<file path="config.mk">
export PLATFORM = sky130hd
export DESIGN_NAME = mac_data_unit
export DESIGN_NICKNAME = d
export VERILOG_FILES = /design/src/rtl/mdu_pkg.sv /design/src/rtl/mdu_limiter.sv /design/src/rtl/mdu_product.sv /design/src/rtl/mdu_adder.sv /design/src/rtl/mdu_regfile.sv /design/src/rtl/mac_data_unit.sv
export SDC_FILE = /design/constraint.sdc
export NUM_CORES = 2
export LEC_CHECK = 0
export BUFFER_PORTS_ARGS = -buffer_cell sky130_fd_sc_hd__buf_2
export CORE_MARGIN = 3
export CORE_UTILIZATION = 64
export CTS_CLUSTER_SIZE = 30
export DETAILED_ROUTE_END_ITERATION = 16
export MAX_ROUTING_LAYER = met4
export PLACE_DENSITY = 0.89
export SYNTH_ARGS = -nofsm -noshare
export SYNTH_HDL_FRONTEND = slang
export SYNTH_SLANG_ARGS = --single-unit
</file>
<file path="constraint.sdc">
create_clock -name clk -period 16 [get_ports clk]
set_input_delay 1.6 -clock clk [delete_from_list [all_inputs] [get_ports clk]]
set_output_delay 1.6 -clock clk [all_outputs]
set_load 0.01 [all_outputs]
</file>
<file path="src/rtl/mdu_pkg.sv">
package mdu_pkg;
  typedef enum logic [3:0] {
    OP_NOP = 4'd0, OP_MPY = 4'd1, OP_MAC = 4'd2, OP_MSU = 4'd3, OP_SQR = 4'd4,
    OP_ADD = 4'd5, OP_SUB = 4'd6, OP_AND = 4'd7, OP_OR  = 4'd8, OP_EOR = 4'd9
  } op_e;

  localparam int RSEL_W = 3;
  localparam int N_XREG = 3;
  localparam int N_ACC  = 2;

  function automatic logic is_mul_op(input logic [3:0] c);
    return (c == OP_MPY) || (c == OP_MAC) || (c == OP_MSU) || (c == OP_SQR);
  endfunction

  function automatic logic is_arith_op(input logic [3:0] c);
    return (c >= OP_MPY) && (c <= OP_SUB);
  endfunction

  function automatic logic is_logic_op(input logic [3:0] c);
    return (c >= OP_AND) && (c <= OP_EOR);
  endfunction
endpackage

</file>
<file path="src/rtl/mdu_limiter.sv">
module mdu_limiter #(
  parameter int DW = 16,
  parameter int GW = 4,
  localparam int AW = GW + 2 * DW
) (
  input  logic [AW-1:0] wide,
  output logic [DW-1:0] word
);
  localparam logic [DW-1:0] POS_MAX = {1'b0, {(DW-1){1'b1}}};
  localparam logic [DW-1:0] NEG_MAX = {1'b1, {(DW-1){1'b0}}};

  logic [GW:0] top_bits;
  logic        fits;

  always_comb begin
    top_bits = wide[AW-1:2*DW-1];
    fits     = (&top_bits) || !(|top_bits);
    if (fits)              word = wide[2*DW-1:DW];
    else if (wide[AW-1])   word = NEG_MAX;
    else                   word = POS_MAX;
  end
endmodule

</file>
<file path="src/rtl/mdu_product.sv">
module mdu_product #(
  parameter int DW = 16,
  parameter int GW = 4,
  localparam int AW = GW + 2 * DW
) (
  input  logic [DW-1:0] mul_a,
  input  logic [DW-1:0] mul_b,
  output logic [AW-1:0] prod
);
  logic signed [2*DW-1:0] raw;

  always_comb begin
    raw  = $signed(mul_a) * $signed(mul_b);
    prod = {{(GW-1){raw[2*DW-1]}}, raw, 1'b0};
  end
endmodule

</file>
<file path="src/rtl/mdu_adder.sv">
module mdu_adder
  import mdu_pkg::*;
#(
  parameter int DW = 16,
  parameter int GW = 4,
  localparam int AW = GW + 2 * DW
) (
  input  logic [3:0]    op,
  input  logic          rnd,
  input  logic [AW-1:0] base,
  input  logic [AW-1:0] prod,
  input  logic [AW-1:0] addend,
  input  logic [DW-1:0] word,
  output logic [AW-1:0] result,
  output logic          wrap
);
  localparam int XW = AW + 2;
  localparam logic [XW-1:0] HALF = XW'(1) << (DW - 1);

  logic [XW-1:0] bx, px, sx, sum;
  logic [DW-1:0] hi_new;
  logic          do_rnd;

  always_comb begin
    bx = {{2{base[AW-1]}}, base};
    px = {{2{prod[AW-1]}}, prod};
    sx = {{2{addend[AW-1]}}, addend};
    do_rnd = rnd && is_mul_op(op);
    unique case (op)
      OP_MPY, OP_SQR: sum = px;
      OP_MAC:         sum = bx + px;
      OP_MSU:         sum = bx - px;
      OP_ADD:         sum = bx + sx;
      OP_SUB:         sum = bx - sx;
      default:        sum = bx;
    endcase
    if (do_rnd) sum = sum + HALF;

    unique case (op)
      OP_AND:  hi_new = base[2*DW-1:DW] & word;
      OP_OR:   hi_new = base[2*DW-1:DW] | word;
      OP_EOR:  hi_new = base[2*DW-1:DW] ^ word;
      default: hi_new = base[2*DW-1:DW];
    endcase

    wrap = is_arith_op(op) && !((&sum[XW-1:AW-1]) || !(|sum[XW-1:AW-1]));

    if (is_logic_op(op))
      result = {base[AW-1:2*DW], hi_new, base[DW-1:0]};
    else if (do_rnd)
      result = {sum[AW-1:DW], {DW{1'b0}}};
    else
      result = sum[AW-1:0];
  end
endmodule

</file>
<file path="src/rtl/mdu_regfile.sv">
module mdu_regfile
  import mdu_pkg::*;
#(
  parameter int DW = 16,
  parameter int GW = 4,
  localparam int AW = GW + 2 * DW
) (
  input  logic                          clk,
  input  logic                          rst,
  input  logic                          ld_en,
  input  logic [RSEL_W-1:0]             ld_sel,
  input  logic [DW-1:0]                 ld_data,
  input  logic                          wr_en,
  input  logic [RSEL_W-1:0]             wr_sel,
  input  logic [AW-1:0]                 wr_wide,
  input  logic [DW-1:0]                 wr_narrow,
  input  logic                          ovf_set,
  input  logic                          ovf_clr,
  output logic [N_XREG-1:0][DW-1:0]     xr_q,
  output logic [N_ACC-1:0][AW-1:0]      acc_q,
  output logic                          ovf_q
);
  logic [AW-1:0] ld_wide;
  assign ld_wide = {{GW{ld_data[DW-1]}}, ld_data, {DW{1'b0}}};

  for (genvar i = 0; i < N_XREG; i++) begin : g_xreg
    always_ff @(posedge clk) begin
      if (rst)                                        xr_q[i] <= '0;
      else if (ld_en && ld_sel == RSEL_W'(i))         xr_q[i] <= ld_data;
      else if (wr_en && wr_sel == RSEL_W'(i))         xr_q[i] <= wr_narrow;
    end
  end

  for (genvar j = 0; j < N_ACC; j++) begin : g_acc
    always_ff @(posedge clk) begin
      if (rst)                                          acc_q[j] <= '0;
      else if (ld_en && ld_sel == RSEL_W'(N_XREG + j))  acc_q[j] <= ld_wide;
      else if (wr_en && wr_sel == RSEL_W'(N_XREG + j))  acc_q[j] <= wr_wide;
    end
  end

  always_ff @(posedge clk) begin
    if (rst)          ovf_q <= 1'b0;
    else if (ovf_set) ovf_q <= 1'b1;
    else if (ovf_clr) ovf_q <= 1'b0;
  end
endmodule

</file>
<file path="src/rtl/mac_data_unit.sv">
module mac_data_unit
  import mdu_pkg::*;
#(
  parameter int DW = 16,
  parameter int GW = 4,
  localparam int AW = GW + 2 * DW
) (
  input  logic              clk,
  input  logic              rst,
  input  logic              ld_en,
  input  logic [2:0]        ld_sel,
  input  logic [DW-1:0]     ld_data,
  input  logic              op_valid,
  input  logic [3:0]        op_code,
  input  logic [2:0]        src_a,
  input  logic [2:0]        src_b,
  input  logic              acc_sel,
  input  logic [2:0]        dst_sel,
  input  logic              round_en,
  input  logic              ovf_clr,
  output logic [DW-1:0]     x0_q,
  output logic [DW-1:0]     y0_q,
  output logic [DW-1:0]     y1_q,
  output logic [AW-1:0]     acc_a,
  output logic [AW-1:0]     acc_b,
  output logic [DW-1:0]     sat_a,
  output logic [DW-1:0]     sat_b,
  output logic              ovf
);
  localparam int NLIM = N_ACC + 1;

  logic [N_XREG-1:0][DW-1:0] xr;
  logic [N_ACC-1:0][AW-1:0]  acc;
  logic [NLIM-1:0][AW-1:0]   lim_in;
  logic [NLIM-1:0][DW-1:0]   lim_out;
  logic [DW-1:0]             opa_w, opb_w, mul_b;
  logic [AW-1:0]             addend, base, prod_w, res_w;
  logic                      wrap, wr_en;

  // operand selection: operand registers raw, accumulators saturated
  always_comb begin
    opa_w  = '0;
    opb_w  = '0;
    addend = '0;
    for (int i = 0; i < N_XREG; i++) begin
      if (src_a == RSEL_W'(i)) begin
        opa_w  = xr[i];
        addend = {{GW{xr[i][DW-1]}}, xr[i], {DW{1'b0}}};
      end
      if (src_b == RSEL_W'(i)) opb_w = xr[i];
    end
    for (int j = 0; j < N_ACC; j++) begin
      if (src_a == RSEL_W'(N_XREG + j)) begin
        opa_w  = lim_out[j];
        addend = acc[j];
      end
      if (src_b == RSEL_W'(N_XREG + j)) opb_w = lim_out[j];
    end
    mul_b = (op_code == OP_SQR) ? opa_w : opb_w;
    base  = acc[acc_sel];
  end

  for (genvar k = 0; k < NLIM; k++) begin : g_lim
    if (k < N_ACC) begin : g_acc_view
      assign lim_in[k] = acc[k];
    end else begin : g_res_view
      assign lim_in[k] = res_w;
    end
    mdu_limiter #(.DW(DW), .GW(GW)) u_lim (.wide(lim_in[k]), .word(lim_out[k]));
  end

  mdu_product #(.DW(DW), .GW(GW)) u_prod (
    .mul_a(opa_w), .mul_b(mul_b), .prod(prod_w)
  );

  mdu_adder #(.DW(DW), .GW(GW)) u_add (
    .op(op_code), .rnd(round_en), .base(base), .prod(prod_w),
    .addend(addend), .word(opa_w), .result(res_w), .wrap(wrap)
  );

  assign wr_en = op_valid && (is_arith_op(op_code) || is_logic_op(op_code));

  mdu_regfile #(.DW(DW), .GW(GW)) u_rf (
    .clk(clk), .rst(rst), .ld_en(ld_en), .ld_sel(ld_sel), .ld_data(ld_data),
    .wr_en(wr_en), .wr_sel(dst_sel), .wr_wide(res_w), .wr_narrow(lim_out[N_ACC]),
    .ovf_set(op_valid && wrap), .ovf_clr(ovf_clr),
    .xr_q(xr), .acc_q(acc), .ovf_q(ovf)
  );

  assign x0_q  = xr[0];
  assign y0_q  = xr[1];
  assign y1_q  = xr[2];
  assign acc_a = acc[0];
  assign acc_b = acc[1];
  assign sat_a = lim_out[0];
  assign sat_b = lim_out[1];

  // ---------------- assertions ----------------
  localparam logic [DW-1:0] POS_LIM = {1'b0, {(DW-1){1'b1}}};

  assert_mpy_one_cycle_R1: assert property (@(posedge clk) disable iff (rst)
    (op_valid && op_code == OP_MPY && dst_sel == 3'd3 && !round_en && !(ld_en && ld_sel == 3'd3))
      |=> (acc_a == $past(prod_w)));

  assert_round_clears_low_R5: assert property (@(posedge clk) disable iff (rst)
    (op_valid && round_en && is_mul_op(op_code) && dst_sel == 3'd4 && !ld_en)
      |=> (acc_b[DW-1:0] == '0));

  assert_narrow_keeps_acc_R6: assert property (@(posedge clk) disable iff (rst)
    (op_valid && dst_sel < 3'd3 && !(ld_en && ld_sel >= 3'd3))
      |=> ($stable(acc_a) && $stable(acc_b)));

  assert_sat_positive_R7: assert property (@(posedge clk) disable iff (rst)
    (!acc_a[AW-1] && (|acc_a[AW-1:2*DW-1])) |-> (sat_a == POS_LIM));

  assert_ovf_sticky_R9: assert property (@(posedge clk) disable iff (rst)
    (ovf && !ovf_clr) |=> ovf);

  assert_load_wins_R10: assert property (@(posedge clk) disable iff (rst)
    (ld_en && ld_sel == 3'd2) |=> (y1_q == $past(ld_data)));
endmodule

</file>
* Yosys cells after proc, flatten, opt, wreduce, memory -nomap -nowiden
Cells that the tools add are included.
** Word-level totals
- Bits in registers :: 121
- Input bits :: 39
- Output and inout bits :: 153
- Logic and storage cells :: 138
** Operators by class
- $add $sub $neg :: 5
- Multipliers :: 1
- Order comparisons :: 5
- Eq/ne operators :: 25
- Mux-type cells :: 41
- Bitwise operators :: 3
- Reduce and logical (&&, ||, !) cells :: 50
** Operator list (number)
- 36-bit two-way mux :: 12
- 16-bit two-way mux :: 24
- 38-bit one-hot mux with 5 select lines :: 1
- 16-bit one-hot mux with 3 select lines :: 1
- 38-bit by 16-bit adder with 38-bit output (second input constant) :: 1
- 38-bit two-way mux :: 1
- 36-bit by 33-bit adder with 37-bit output :: 1
- 36-bit by 36-bit adder with 37-bit output :: 1
- 36-bit by 33-bit subtractor with 37-bit output :: 1
- 36-bit by 36-bit subtractor with 37-bit output :: 1
- 16-bit by 16-bit multiplier with 32-bit output :: 1
- 3-bit by 2-bit == test with 1-bit output (second input constant) :: 8
- 16-bit AND :: 1
- 4-bit by 3-bit == test with 1-bit output (second input constant) :: 4
- 1-bit logical AND :: 16
- 16-bit bitwise OR :: 1
- 16-bit bitwise XOR :: 1
- 5-bit AND reduction :: 3
- 5-bit OR reduction :: 3
- 3-bit by 1-bit == test with 1-bit output (second input constant) :: 4
- 3-bit == test (second input constant) :: 4
- 3-bit logical NOT :: 4
- 2-bit nonzero test :: 6
- 4-bit by 2-bit == test with 1-bit output (second input constant) :: 2
- 13 further kinds :: 28

* Depth between registers and ports, before layout
- Depth after elaboration :: 20
- Mapped depth :: 56
- Depth with buffers taken out :: 48

* Hierarchy
A second synthesis with hierarchy kept.
** Unflattened totals
- Cells, all modules :: 3273
- Area, all modules :: 25151.6 um^2
** By module, submodules not included
- mdu_product :: instances 1, cells each 1078, area an instance 9813.2 um^2, seq. area each 0.0 um^2
- mdu_adder :: instances 1, cells each 1019, area an instance 6366.1 um^2, seq. area each 0.0 um^2
- mdu_regfile :: instances 1, cells each 642, area an instance 5176.2 um^2, seq. area each 2422.3 um^2
- mac_data_unit :: instances 1, cells each 354, area an instance 2384.8 um^2, seq. area each 0.0 um^2
- mdu_limiter :: instances 3, cells each 60, area an instance 470.5 um^2, seq. area each 0.0 um^2

* Worst setup path before layout
No wires, ideal clock.
- Path type :: in2reg
- Start point :: in src_a[1]
- End point :: reg u_rf.xr_q[44] (netlist bit)
- Setup time :: 0.117 ns
- Arrival :: 14.039 ns
- Data required time :: 15.883 ns
- Path slack :: 1.844 ns
- Cell stages on the path :: 47
- Buffers on the path :: 8
- Path through :: clkbuf_1 > nor3b_1 > clkbuf_1 > buf_2 > buf_1 > clkbuf_1 > buf_1 > a22o_1 > clkinv_1 > a21boi_1 > nand2_1 > fa_1 > fa_1 > fa_1 > inv_1 > fa_1 > fa_1 > inv_1 > (+11 left out) > or2_2 > o21ai_0 > xor2_1 > ha_1 > buf_2 > nand4_1 > nor3_1 > a221o_1 > a311oi_1 > or4_1 > o32a_1 > o211ai_2 > nor3b_2 > and3b_1 > or2_4 > or4_1 > or2_1 > a32o_1
** Between the ends
- Word-level cells in the longest chain between the ends :: 19
- Elaborated cells between the ends (all ways) :: 37
- Classes of those cells :: add/sub (5); mul (1); eq/ne (4); mux (19); bitwise (3); reduce/logical (5)
** Ends and longest elaborated chain
- start: declaration :: line mac_data_unit.sv:15 : input logic [2:0] src_a,
- 3-bit logical NOT :: line mac_data_unit.sv:46 : if (src_a == RSEL_W'(i)) begin
- 16-bit two-way mux (3 in series) :: line mac_data_unit.sv:46
- 16-bit two-way mux (2 in series) :: line mac_data_unit.sv:53 : if (src_a == RSEL_W'(N_XREG + j)) begin
- 16-bit two-way mux :: line mac_data_unit.sv:59 : mul_b = (op_code == OP_SQR) ? opa_w : opb_w;
- 16-bit by 16-bit multiplier with 32-bit output :: line mdu_product.sv:13 : raw = $signed(mul_a) * $signed(mul_b);
- 36-bit by 33-bit subtractor with 37-bit output or 36-bit by 33-bit adder with 37-bit output (tied branches) :: line mdu_adder.sv:32, mdu_adder.sv:31
- 38-bit one-hot mux with 5 select lines :: line mdu_adder.sv:29 : unique case (op)
- 38-bit by 16-bit adder with 38-bit output :: line mdu_adder.sv:37 : if (do_rnd) sum = sum + HALF;
- 38-bit two-way mux :: line mdu_adder.sv:37
- 36-bit two-way mux * :: line mdu_adder.sv:48 : if (is_logic_op(op))
- 5-bit OR reduction :: line mdu_limiter.sv:17 : fits = (&top_bits) || !(|top_bits);
- 1-bit logical NOT :: line mdu_limiter.sv:17
- 1-bit logical OR :: line mdu_limiter.sv:17
- 16-bit two-way mux * :: line mdu_limiter.sv:18 : if (fits) word = wide[2*DW-1:DW];
- 16-bit two-way mux * :: line mdu_regfile.sv:30 : else if (wr_en && wr_sel == RSEL_W'(i)) xr_q[i] <= wr_narrow;
- 16-bit two-way mux * :: line mdu_regfile.sv:29 : else if (ld_en && ld_sel == RSEL_W'(i)) xr_q[i] <= ld_data;
- end signal: indexed assignment :: line mdu_regfile.sv:29
- end signal: indexed assignment :: line mdu_regfile.sv:30
- end: declaration :: line mdu_regfile.sv:19 : output logic [N_XREG-1:0][DW-1:0] xr_q,
Every way passes the cells marked *; elsewhere a longest branch is shown, timed or not. The select of a mux whose other input is x is not followed.
A chain may end at the register's enable or synchronous reset.

* Worst setup path in the final report
- Start point :: in src_a[1]
- End point :: reg u_rf.xr_q[42] (netlist bit)
Same word-level chain as after synthesis.

==> metrics <==
status finished, violations left; failing checks max-slew violations; syn nets ~4000; Non-Filler Instances between 4000 and 5000; Die Y roughly 210 microns; # setup viols final 0; Post-synth EDFFs 0; worst-case clock buffer depth 3; slowest cell on the critical path xnor2_1; Congestion Overflow GR 0; most used cell, CP fa_1; Pleak 13.3 nW; via count around 29000; largest area contributor in the netlist fa_1; Worst EP required approximately 16000 ps; DRC viols 0; clk sink count ~120; RSZ-0062 raised after global routing no; WP data arrival 15720 ps; Synth Flop Type dfxtp_1; CP Launch Type primary input; critical path capture point type flop; # IOs approximately 190; hold depth 2; GRT busiest layer met2; Rel. slew slack -1.73%; CTS root buf clkbuf_16; peak supply drop approximately 0.10 mV; max-cap check violation count 0; Die Wd 210 microns; largest net degree at the start of global routing 70; initial antenna violation count 3; part of the cycle the worst path needs a little over nine tenths; Total Neg Setup Slack 0 ps; Placer Congestion ~1.1; Core Rows 74; Post-Route Skew approximately 13 ps; Mapped Area 26600 sq um; first-pass GRT wire length between 150 and 200 mm; FILL cells 3381; WL final around 110 mm; share of the synthesized area in the top cell type just under 20%; final hold viol count 0; r2r setup slk around 1300 ps; max-slew violations 3; Core ar. just over 40000 sq um; YS warnings 0; Distinct cells, synth between 100 and 150; # H-tree levels 4; Clk pin slew, worst setup/hold paths about 60 ps; IO buf count between 150 and 200; number of global-route vias before repair between 20000 and 30000; dpl hpwl 82.3 mm; Async SR Flop Fraction 0%; worst-skew pair later-pin latency approximately 480 ps; fmax between 60 and 70 MHz; CTS tree yes; DR vias/cell approximately 6.9; PD cells 84.5 nW/um^2; Seq/Total Area, Yosys a little under a tenth; DRT antenna net count 0; Hold Crit Class flop to flop; Worst Path Max Fanout 33; GR Util met1 59.8%; FF+latch count, synth 121; critical path class primary input to flop; Area contributors post-synth fa_1, dfxtp_1, ha_1; detailed-route wire length per cell roughly 25 microns; Synth Instances 3552; Reg2Reg Depth roughly 50; CP max stage delay just over 600 ps; GRT met3 Usage 14.0%; Tightest Pin Transition 1530 ps; CTS buffer count 25; minimum period implied by the final worst setup slack about 15000 ps; number of cells on the critical path 49; Iteration-0 DRC Markers between 4000 and 5000; GRT Util Overall 48.0%; Pre-antenna DRT Iters 10; WP buf/inv 11; dpl cells 4137; syn_area_per_cell roughly 7.5 sq um; initial core utilization between 60% and 70%; Syn-to-layout area delta 7.83%; die area between 40000 and 50000 sq um; Top delay family on crit path adder cells; nets@finish between 4000 and 5000; share of layout cells above drive strength 1 11.3%; M2 GR Usage 69.0%
[worst min-delay path: stages, from the launching register on]
cell	delay (ps)
dfxtp_1	330
nand2_1	70
a21oi_1	50
[flip-flops by register name, indices dropped and copies added, names as in the netlist]
register and count:
u_rf.xr_q 48, u_rf.acc_q 72, u_rf.ovf_q 1
[logic make-up (layout without fill, tap and decap cells)]
logic type,count (synthesis),after routing,share of synthesized area [%]
xor+xnor,167,167,5.53
simple gates,1176,1176,20.4
fa+ha+maj,455,455,28.9
compound gates,965,965,24.1
flops,121,121,9.11
other cells,0,5,0
mux,87,87,3.62
buf+inv,581,664,8.38
[final timing paths]
kind                               startpoint                          to
setup / recovery                     src_a[1]  u_rf.xr_q[42]$_SDFFE_PP0P_
hold / removal     u_rf.acc_q[4]$_SDFFE_PP0P_  u_rf.acc_q[4]$_SDFFE_PP0P_
setup reg to reg  u_rf.acc_q[70]$_SDFFE_PP0P_  u_rf.xr_q[42]$_SDFFE_PP0P_
hold reg to reg    u_rf.acc_q[4]$_SDFFE_PP0P_  u_rf.acc_q[4]$_SDFFE_PP0P_
[metal layers]
metal	up-vias	part of all wire, %
li1	12400	-
met1	13400	35
met2	2494	42
met3	626	15
met4	0	7.9
met5	-	0
[layout make-up]
class	count	area, sq um	area share (%)
diodes	5	12.5	0.0436
flip-flops and latches	121	2420	8.45
clock buffers	29	681	2.37
repair buffers	262	1490	5.19
inverters	372	1400	4.87
multi-input cells	2850	22000	76.7
clock inverters	1	5.00	0.0175
well taps	532	666	2.32
[cell usage after synthesis, types with 16 or more instances]
master	instances
a211oi_1	30
dfxtp_1	121
nand3_1	47
a221oi_1	30
a21oi_1	277
o211ai_1	37
mux2i_1	41
xnor2_1	94
and3_1	31
nor4_1	16
inv_1	360
ha_1	191
and2_1	42
buf_2	32
o21ai_1	17
nor3_1	44
nand2_1	438
buf_1	19
a211o_1	20
a21o_1	30
a22oi_1	32
xor2_1	72
a32oi_1	18
mux2_2	43
o21a_1	58
nor2b_1	24
nor2_1	344
nand2b_1	57
o21ai_0	210
nand4_1	37
a31oi_1	22
or3_1	23
fa_1	264
clkbuf_1	156
[report_power, final]
part	switching, mW	internal, mW
clock network	0.148	0.293
logic	1.09	0.556
registers	0.0208	0.312
total	1.26	1.16
[what timing repair did]
action / in CTS / in global routing
gates resized for setup: 0 / 1
endpoints found under the setup margin: 0 / 2
setup buffers: 0 / 0
hold buffers: 0 / 0
[per-stage QoR]
stage / setup slack, ps / utilization [%] / power, mW / hold WS [ps] / instance area, sq um
after detailed placement: 732 / 68.4 / 1.90 / 475 / 28000
after CTS: 1100 / 70.0 / 2.34 / 491 / 28700
after global routing: 200 / 70.1 / 2.54 / 511 / 28700
final: 683 / 70.1 / 2.42 / 503 / 28700
after floorplan: 1840 / - / 1.43 / 501 / 26600
after global placement: 1130 / 68.4 / 1.88 / 470 / 28000
[cells in the final DEF (no fill, tap or decap), drive strengths merged, types with 13 or more instances in the layout]
master / count
mux2: 43
a31oi: 24
nand3: 48
o211ai: 38
nand2b: 57
o21a: 58
o31ai: 14
clkbuf: 29
o21ai: 230
buf: 262
nand2: 438
mux2i: 41
xnor2: 95
xor2: 72
a32oi: 18
nand4: 37
dfxtp: 121
nor4: 16
clkinv: 13
a221oi: 31
a211oi: 31
or2: 16
fa: 264
ha: 191
o221a: 15
a21o: 30
or3: 23
a221o: 14
nor2: 344
a21oi: 281
nor2b: 25
nor3: 47
a22oi: 32
and3: 31
and2: 42
a211o: 20
inv: 360
(Power assumes the default switching activity.)
